## config.mk

```make
export PLATFORM = sky130hd
export DESIGN_NAME = tic_tag_array
export DESIGN_NICKNAME = d
export VERILOG_FILES = /design/src/rtl/tic_pkg.sv /design/src/rtl/tic_time.sv /design/src/rtl/tic_sweep.sv /design/src/rtl/tic_lines.sv /design/src/rtl/tic_tag_array.sv
export SDC_FILE = /design/constraint.sdc
export NUM_CORES = 1
export LEC_CHECK = 0
export ABC_AREA = 1
export BUFFER_PORTS_ARGS = -buffer_cell sky130_fd_sc_hd__buf_2
export CORE_AREA = 2 2 237 239
export DETAILED_ROUTE_END_ITERATION = 8
export DIE_AREA = 0 0 239 241
export PLACE_DENSITY_LB_ADDON = 0.1
export SLEW_MARGIN = 10
export SYNTH_ARGS = -nofsm -noshare
export SYNTH_HDL_FRONTEND = slang
export SYNTH_SLANG_ARGS = --single-unit
```

## constraint.sdc

```tcl
create_clock -name clk -period 3.5 [get_ports clk]
set_clock_uncertainty 0.2 [all_clocks]
set_input_delay 0.7 -clock clk [delete_from_list [all_inputs] [get_ports clk]]
set_output_delay 0.7 -clock clk [all_outputs]
set_load 0.05 [all_outputs]
```

## src/rtl/tic_pkg.sv

```systemverilog
package tic_pkg;

    localparam int unsigned DEF_LINES  = 16;
    localparam int unsigned DEF_CTX    = 4;
    localparam int unsigned DEF_TS_W   = 8;
    localparam int unsigned DEF_ADDR_W = 12;

    typedef enum logic {
        SWP_IDLE = 1'b0,
        SWP_RUN  = 1'b1
    } swp_state_e;

    // One MSB-first magnitude step: returns {still_equal, line_greater}
    function automatic logic [1:0] cmp_step(input logic eq_in, input logic gt_in,
                                            input logic line_bit, input logic ref_bit);
        logic eq_out;
        logic gt_out;
        eq_out = eq_in & ~(line_bit ^ ref_bit);
        gt_out = gt_in | (eq_in & line_bit & ~ref_bit);
        return {eq_out, gt_out};
    endfunction

endpackage

```

## src/rtl/tic_time.sv

```systemverilog
module tic_time #(
    parameter int unsigned CTX  = tic_pkg::DEF_CTX,
    parameter int unsigned TS_W = tic_pkg::DEF_TS_W,
    localparam int unsigned CTX_W = (CTX > 1) ? $clog2(CTX) : 1
) (
    input  logic             clk,
    input  logic             rst,
    input  logic             step,
    input  logic             save_go,
    input  logic [CTX_W-1:0] save_ctx,
    output logic [TS_W-1:0]  now,
    output logic             wrap,
    output logic [TS_W-1:0]  saved [CTX]
);

    assign wrap = step && (now == {TS_W{1'b1}});

    always_ff @(posedge clk) begin
        if (rst) begin
            now <= '0;
        end else if (step) begin
            now <= now + 1'b1;
        end
    end

    always_ff @(posedge clk) begin
        if (rst) begin
            for (int c = 0; c < CTX; c++) saved[c] <= '0;
        end else if (save_go) begin
            saved[save_ctx] <= now;
        end
    end

    AST_TIME_STEP: assert property (@(posedge clk) disable iff (rst)
        step |=> now == ($past(now) + 1'b1));
    AST_TIME_HOLD: assert property (@(posedge clk) disable iff (rst)
        !step |=> $stable(now));
    AST_SAVE_TIME: assert property (@(posedge clk) disable iff (rst)
        save_go |=> saved[$past(save_ctx)] == $past(now));

endmodule

```

## src/rtl/tic_sweep.sv

```systemverilog
module tic_sweep
    import tic_pkg::*;
#(
    parameter int unsigned LINES = DEF_LINES,
    parameter int unsigned CTX   = DEF_CTX,
    parameter int unsigned TS_W  = DEF_TS_W,
    localparam int unsigned CTX_W = (CTX > 1) ? $clog2(CTX) : 1,
    localparam int unsigned BIT_W = (TS_W > 1) ? $clog2(TS_W) : 1
) (
    input  logic             clk,
    input  logic             rst,
    input  logic             start,
    input  logic [CTX_W-1:0] start_ctx,
    input  logic [TS_W-1:0]  saved [CTX],
    input  logic [TS_W-1:0]  line_ts [LINES],
    output logic             busy,
    output logic [LINES-1:0] clr,
    output logic [CTX_W-1:0] clr_ctx
);

    swp_state_e         st_q;
    logic [BIT_W-1:0]   cnt_q;
    logic [TS_W-1:0]    ref_q;
    logic [CTX_W-1:0]   ctx_q;
    logic [LINES-1:0]   eq_q;
    logic [LINES-1:0]   gt_q;
    logic [1:0]         stp [LINES];
    logic               last;

    assign busy    = (st_q == SWP_RUN);
    assign last    = busy && (cnt_q == '0);
    assign clr_ctx = ctx_q;

    for (genvar i = 0; i < LINES; i++) begin : g_cmp
        assign stp[i] = cmp_step(eq_q[i], gt_q[i], line_ts[i][cnt_q], ref_q[cnt_q]);
        assign clr[i] = last && stp[i][0];
    end

    always_ff @(posedge clk) begin
        if (rst) begin
            st_q  <= SWP_IDLE;
            cnt_q <= '0;
            ref_q <= '0;
            ctx_q <= '0;
        end else if (start && !busy) begin
            st_q  <= SWP_RUN;
            cnt_q <= BIT_W'(TS_W - 1);
            ref_q <= saved[start_ctx];
            ctx_q <= start_ctx;
        end else if (busy) begin
            cnt_q <= cnt_q - 1'b1;
            if (last) st_q <= SWP_IDLE;
        end
    end

    always_ff @(posedge clk) begin
        if (rst) begin
            eq_q <= '0;
            gt_q <= '0;
        end else if (start && !busy) begin
            eq_q <= '1;
            gt_q <= '0;
        end else if (busy) begin
            for (int i = 0; i < LINES; i++) begin
                eq_q[i] <= stp[i][1];
                gt_q[i] <= stp[i][0];
            end
        end
    end

    AST_SWEEP_START: assert property (@(posedge clk) disable iff (rst)
        (start && !busy) |=> busy && (cnt_q == BIT_W'(TS_W - 1)));
    AST_SWEEP_HOLD: assert property (@(posedge clk) disable iff (rst)
        (busy && cnt_q != '0) |=> busy);
    AST_SWEEP_END: assert property (@(posedge clk) disable iff (rst)
        (busy && cnt_q == '0) |=> !busy);

endmodule

```

## src/rtl/tic_lines.sv

```systemverilog
module tic_lines #(
    parameter int unsigned LINES = tic_pkg::DEF_LINES,
    parameter int unsigned CTX   = tic_pkg::DEF_CTX,
    parameter int unsigned TS_W  = tic_pkg::DEF_TS_W,
    parameter int unsigned TAG_W = 8,
    localparam int unsigned CTX_W = (CTX > 1) ? $clog2(CTX) : 1,
    localparam int unsigned IDX_W = (LINES > 1) ? $clog2(LINES) : 1
) (
    input  logic             clk,
    input  logic             rst,
    input  logic             acc_go,
    input  logic [CTX_W-1:0] acc_ctx,
    input  logic [IDX_W-1:0] acc_idx,
    input  logic [TAG_W-1:0] acc_tag,
    input  logic             fill_go,
    input  logic [CTX_W-1:0] fill_ctx,
    input  logic [IDX_W-1:0] fill_idx,
    input  logic [TAG_W-1:0] fill_tag,
    input  logic [TS_W-1:0]  now,
    input  logic             wrap,
    input  logic [LINES-1:0] clr,
    input  logic [CTX_W-1:0] clr_ctx,
    output logic             hit,
    output logic [TS_W-1:0]  line_ts [LINES]
);

    logic [LINES-1:0] vld_q;
    logic [TAG_W-1:0] tag_q [LINES];
    logic [CTX-1:0]   own_q [LINES];
    logic             tag_eq;
    logic             steal;
    logic             any_own;

    assign tag_eq = vld_q[acc_idx] && (tag_q[acc_idx] == acc_tag);
    assign hit    = tag_eq && own_q[acc_idx][acc_ctx];
    assign steal  = acc_go && tag_eq && !own_q[acc_idx][acc_ctx];

    always_comb begin
        any_own = 1'b0;
        for (int i = 0; i < LINES; i++) any_own = any_own | (|own_q[i]);
    end

    always_ff @(posedge clk) begin
        if (rst) begin
            vld_q <= '0;
            for (int i = 0; i < LINES; i++) begin
                tag_q[i]   <= '0;
                own_q[i]   <= '0;
                line_ts[i] <= '0;
            end
        end else begin
            for (int i = 0; i < LINES; i++) begin
                if (steal && acc_idx == IDX_W'(i)) begin
                    line_ts[i] <= now;
                    own_q[i]   <= CTX'(1) << acc_ctx;
                end
                if (fill_go && fill_idx == IDX_W'(i)) begin
                    vld_q[i]   <= 1'b1;
                    tag_q[i]   <= fill_tag;
                    line_ts[i] <= now;
                    own_q[i]   <= CTX'(1) << fill_ctx;
                end
                if (clr[i]) own_q[i][clr_ctx] <= 1'b0;
                if (wrap) own_q[i] <= '0;
            end
        end
    end

    AST_FILL_OWNS: assert property (@(posedge clk) disable iff (rst)
        (fill_go && !wrap) |=> own_q[$past(fill_idx)] == (CTX'(1) << $past(fill_ctx)));
    AST_FILL_STAMP: assert property (@(posedge clk) disable iff (rst)
        fill_go |=> line_ts[$past(fill_idx)] == $past(now));
    AST_STEAL_OWNS: assert property (@(posedge clk) disable iff (rst)
        (steal && !wrap && !(fill_go && fill_idx == acc_idx))
        |=> own_q[$past(acc_idx)] == (CTX'(1) << $past(acc_ctx)));
    AST_WRAP_WIPES: assert property (@(posedge clk) disable iff (rst)
        wrap |=> !any_own);

endmodule

```

## src/rtl/tic_tag_array.sv

```systemverilog
module tic_tag_array #(
    parameter int unsigned LINES  = tic_pkg::DEF_LINES,
    parameter int unsigned CTX    = tic_pkg::DEF_CTX,
    parameter int unsigned TS_W   = tic_pkg::DEF_TS_W,
    parameter int unsigned ADDR_W = tic_pkg::DEF_ADDR_W,
    localparam int unsigned CTX_W = (CTX > 1) ? $clog2(CTX) : 1,
    localparam int unsigned IDX_W = (LINES > 1) ? $clog2(LINES) : 1,
    localparam int unsigned TAG_W = ADDR_W - IDX_W
) (
    input  logic              clk,
    input  logic              rst,
    input  logic              acc_valid,
    input  logic [CTX_W-1:0]  acc_ctx,
    input  logic [ADDR_W-1:0] acc_addr,
    output logic              rsp_valid,
    output logic              rsp_hit,
    input  logic              fill_valid,
    input  logic [CTX_W-1:0]  fill_ctx,
    input  logic [ADDR_W-1:0] fill_addr,
    input  logic              swout_valid,
    input  logic [CTX_W-1:0]  swout_ctx,
    input  logic              swin_valid,
    input  logic [CTX_W-1:0]  swin_ctx,
    output logic              busy
);

    logic             acc_go;
    logic             fill_go;
    logic             save_go;
    logic             swin_go;
    logic             step;
    logic             wrap;
    logic             hit;
    logic [TS_W-1:0]  now;
    logic [TS_W-1:0]  saved   [CTX];
    logic [TS_W-1:0]  line_ts [LINES];
    logic [LINES-1:0] clr;
    logic [CTX_W-1:0] clr_ctx;

    assign acc_go  = acc_valid   && !busy;
    assign fill_go = fill_valid  && !busy;
    assign save_go = swout_valid && !busy;
    assign swin_go = swin_valid  && !busy;
    assign step    = acc_go || fill_go;

    tic_time #(.CTX(CTX), .TS_W(TS_W)) u_time (
        .clk      (clk),
        .rst      (rst),
        .step     (step),
        .save_go  (save_go),
        .save_ctx (swout_ctx),
        .now      (now),
        .wrap     (wrap),
        .saved    (saved)
    );

    tic_sweep #(.LINES(LINES), .CTX(CTX), .TS_W(TS_W)) u_sweep (
        .clk       (clk),
        .rst       (rst),
        .start     (swin_go),
        .start_ctx (swin_ctx),
        .saved     (saved),
        .line_ts   (line_ts),
        .busy      (busy),
        .clr       (clr),
        .clr_ctx   (clr_ctx)
    );

    tic_lines #(.LINES(LINES), .CTX(CTX), .TS_W(TS_W), .TAG_W(TAG_W)) u_lines (
        .clk      (clk),
        .rst      (rst),
        .acc_go   (acc_go),
        .acc_ctx  (acc_ctx),
        .acc_idx  (acc_addr[IDX_W-1:0]),
        .acc_tag  (acc_addr[ADDR_W-1:IDX_W]),
        .fill_go  (fill_go),
        .fill_ctx (fill_ctx),
        .fill_idx (fill_addr[IDX_W-1:0]),
        .fill_tag (fill_addr[ADDR_W-1:IDX_W]),
        .now      (now),
        .wrap     (wrap),
        .clr      (clr),
        .clr_ctx  (clr_ctx),
        .hit      (hit),
        .line_ts  (line_ts)
    );

    always_ff @(posedge clk) begin
        if (rst) begin
            rsp_valid <= 1'b0;
            rsp_hit   <= 1'b0;
        end else begin
            rsp_valid <= acc_go;
            rsp_hit   <= acc_go && hit;
        end
    end

    AST_RSP_ACCEPTED: assert property (@(posedge clk) disable iff (rst)
        rsp_valid |-> $past(acc_valid) && !$past(busy));
    AST_BUSY_FREEZE: assert property (@(posedge clk) disable iff (rst)
        busy |=> now == $past(now));
    AST_NO_HIT_WHEN_IDLE: assert property (@(posedge clk) disable iff (rst)
        !rsp_valid |-> !rsp_hit);

endmodule

```

==> results.toml <==
[drt]
vias_per_cell = 5.315
postRouteAntennaNets = 0
vias = 20197
wl_per_cell_um = 18.88
wl_um = 71750
drc = 0
drt-initial-drc-count = 1819
drtPass1Iterations = 6

[global_routing]
grt_pass1_vias = 18337
grt_max_degree = 120
overflow = 0
grt_pass1_wl_um = 109500
antenna_found_initial = 1
grt.total_usage_pct = 24.76

[timing]
holdWs_ns = 0.1436
fin_crit_sh_pct = 91.39
grt_setup_unrepaired = "no"
finalCriticalPeriod_ns = 3.199
relSlewSlack_pct = 30.27
tns_ns = 0
setup_violations = 0
fin_ws_ns = 0.3014
final_max_slew_viol_count = 0
clock.fmax_ghz = 0.3126
worst_pin_slew_ns = 1.045
finalHoldViolCount = 0

[critical_path]
cpMaxStageDelayCell = "nor4_1"
r2r_cells = 14
worst-path-max-fanout = 32
worst-setup-path-type = "flip-flop to flip-flop"
r2r_start = "u_sweep.busy"
crit_top_cell = "inv_1"
crit_required_ns = 3.65
arrival_ns = 3.35
reg2reg_slack_ns = 0.30
crit_path_max_incr_delay_ns = 0.47
path_cells = "inv_1 -> nand2_1 -> inv_1 -> nor2_1 -> nor3_1 -> inv_1 -> nor3_1 -> nand2_1 -> nor4_1 -> buf_4 -> nor2_4 -> buf_12 -> o2111ai_1 -> nor2_1"
cp-start-kind = "flip-flop"
end_kind = "flip-flop"
critical_path.reg2reg.endpoint = "u_lines.own_q[5][1]"

[place]
port_buffers = 40
hpwlAfterDp_um = 48420
place_ws_ns = -0.08694
placed_cells = 3710
globalplace.congestion = 0.9299

[cts]
cts.sinks = 424
cts_root_buf = "clkbuf_16"
path_clk_slew_ns = 0.06
cts_buffers = 49
insertion_delay_ns = 0.60
tritoncts = "built"
cts_setup_buffers = 0
h-tree-depth = 2
cts_resized = 0
clock_path_buffers = 3
cts_hold_buf = 0

[floorplan]
die_y_um = 241
rows = 86
coreArea_sq_um = 54880
io_pins = 41
dieArea_sq_um = 57600
die_w_um = 239
start_util_pct = 39.58

[synth]
synth_most_common_cell = "nand2_1"
syn_area_sq_um = 21720
synth.avg_cell_area_sq_um = 7.232
synthArstFlopShare_pct = 0
ys_seq_area_share_pct = 47.93
synth_edf_count = 192
ys_warn_count = 0
syn_inst = 3003
yosysUniqueCellTypes = 40
synth_nets = 3044
synth_flop_cell = "dfxtp_1"
ys_top_cells_by_area = "edfxtp_1 (27%), dfxtp_1 (21%), nand2_1 (15%)"
synth_area_leader_cell = "edfxtp_1"
ys_seq_elements = 424
synthTopCellsByCount = "nand2_1 (876), nor2_1 (402), a21oi_1 (290)"
synth_top_area_share_pct = 26.55

[run_status]
status = "finished, final reports clean"

[power]
fin_total_pwr_mw = 12.31
cellPowerDensity_nw_per_um2 = 491.1
p_leak_nw = 11.25
vdd.ir_drop.worst_v = 0.0003667

[worst_hold_path]
holdCritPathClass = "input port to flip-flop"
hold_depth = 3
min_from = "acc_valid"
hold_end = "rsp_valid"

[layout]
area_growth_pct = 15.38
diodes = 0
nets = 3098
num-fill-cells = 5498
multi_input_area_sq_um = 9475
seq_area_sq_um = 10410
drive_gt1_share_pct = 9.399
final_cells = 3800

[job]
max-cap-violations = 0
[worst max path at each step]
| stage | end | cells past startpoint | start | slack (ns) |
|---|---|---|---|---|
| floorplan | u_lines.own_q[0][0] | 15 | acc_addr[0] | 0.45 |
| global placement | u_lines.own_q[14][3] | 17 | acc_addr[0] | -0.03 |
| detailed placement | u_lines.own_q[14][2] | 17 | acc_addr[0] | -0.09 |
| CTS | u_lines.own_q[6][1] | 14 | u_sweep.busy | 0.35 |
| global route | u_lines.own_q[5][2] | 14 | u_sweep.busy | 0.005 |
| finish | u_lines.own_q[5][1] | 14 | u_sweep.busy | 0.30 |
[layer usage]
metal	share of wire [%]	global-route usage, %	up-vias
met3	5.1	2.791	109
met4	2.9	7.936	0
met2	46	40.87	599
met1	46	34.00	9553
li1	-	-	9936
met5	0	0	-
[through the flow]
step,util (%),cell area (sq um)
floorplan,-,21720
global placement,42.67,23420
detailed placement,42.67,23420
CTS,45.66,25060
global route,45.66,25060
finish,45.66,25060
[kinds of logic (layout without fill, tap and decap cells)]
| family | after synthesis | count (layout) | share of synthesized area, % |
|---|---|---|---|
| compound gates | 523 | 523 | 12.88 |
| simple gates | 1583 | 1583 | 30.35 |
| mux | 1 | 1 | 0.04609 |
| flops | 424 | 424 | 47.93 |
| buf+inv | 466 | 559 | 8.503 |
| fa+ha+maj | 3 | 3 | 0.1728 |
| xor+xnor | 3 | 3 | 0.1210 |
[placed cells by master (no fill, tap or decap), types with 7 or more instances in the layout]
master     instances
nand3b_1          17
nand4_1           56
o22ai_1           10
inv_2              7
o2111ai_1         32
clkinv_1          23
nor3_1            29
a21oi_1          290
inv_1            249
nor2_1           400
dfxtp_1          231
edfxtp_1         192
buf_12            21
clkbuf_8           7
buf_4            131
nand3_1          180
clkbuf_1          17
o21ai_0          167
nand2_1          876
buf_2             40
clkbuf_16         50
[registers in the layout, indices dropped and copies added (netlist names)]
signal           count
u_lines.own_q       64
u_sweep.clr_ctx      2
u_sweep.cnt_q        3
rsp_hit              1
rsp_valid            1
u_sweep.busy         1
u_sweep.ref_q        8
u_lines.line_ts    128
u_time.now           8
u_time.saved        32
u_lines.vld_q       16
u_sweep.gt_q        16
u_sweep.eq_q        16
u_lines.tag_q      128
[where the power goes]
group / internal [mW] / total (mW) / switching, mW
sequential: 5.38 / 5.46 / 0.0818
combinational: 0.487 / 1.55 / 1.06
clock: 3.15 / 5.30 / 2.15
total: 9.02 / 12.3 / 3.29
[worst max-delay path, delay by kind of cell, from the launching register on]
kind | cells | cell delay (ns)
compound gates | 1 | 0.10
buf+inv | 5 | 0.73
simple gates | 8 | 1.59
flops | 1 | 0.31
[layout make-up]
class | count | share of cell area (%)
clock buffers | 74 | 5.632
clock inverters | 16 | 0.9188
inverters | 277 | 4.169
multi-input cells | 2113 | 37.81
flip-flops and latches | 424 | 41.55
well taps | 704 | 3.515
repair buffers | 192 | 6.401
Note: power is estimated with default switching activity, not from simulation.
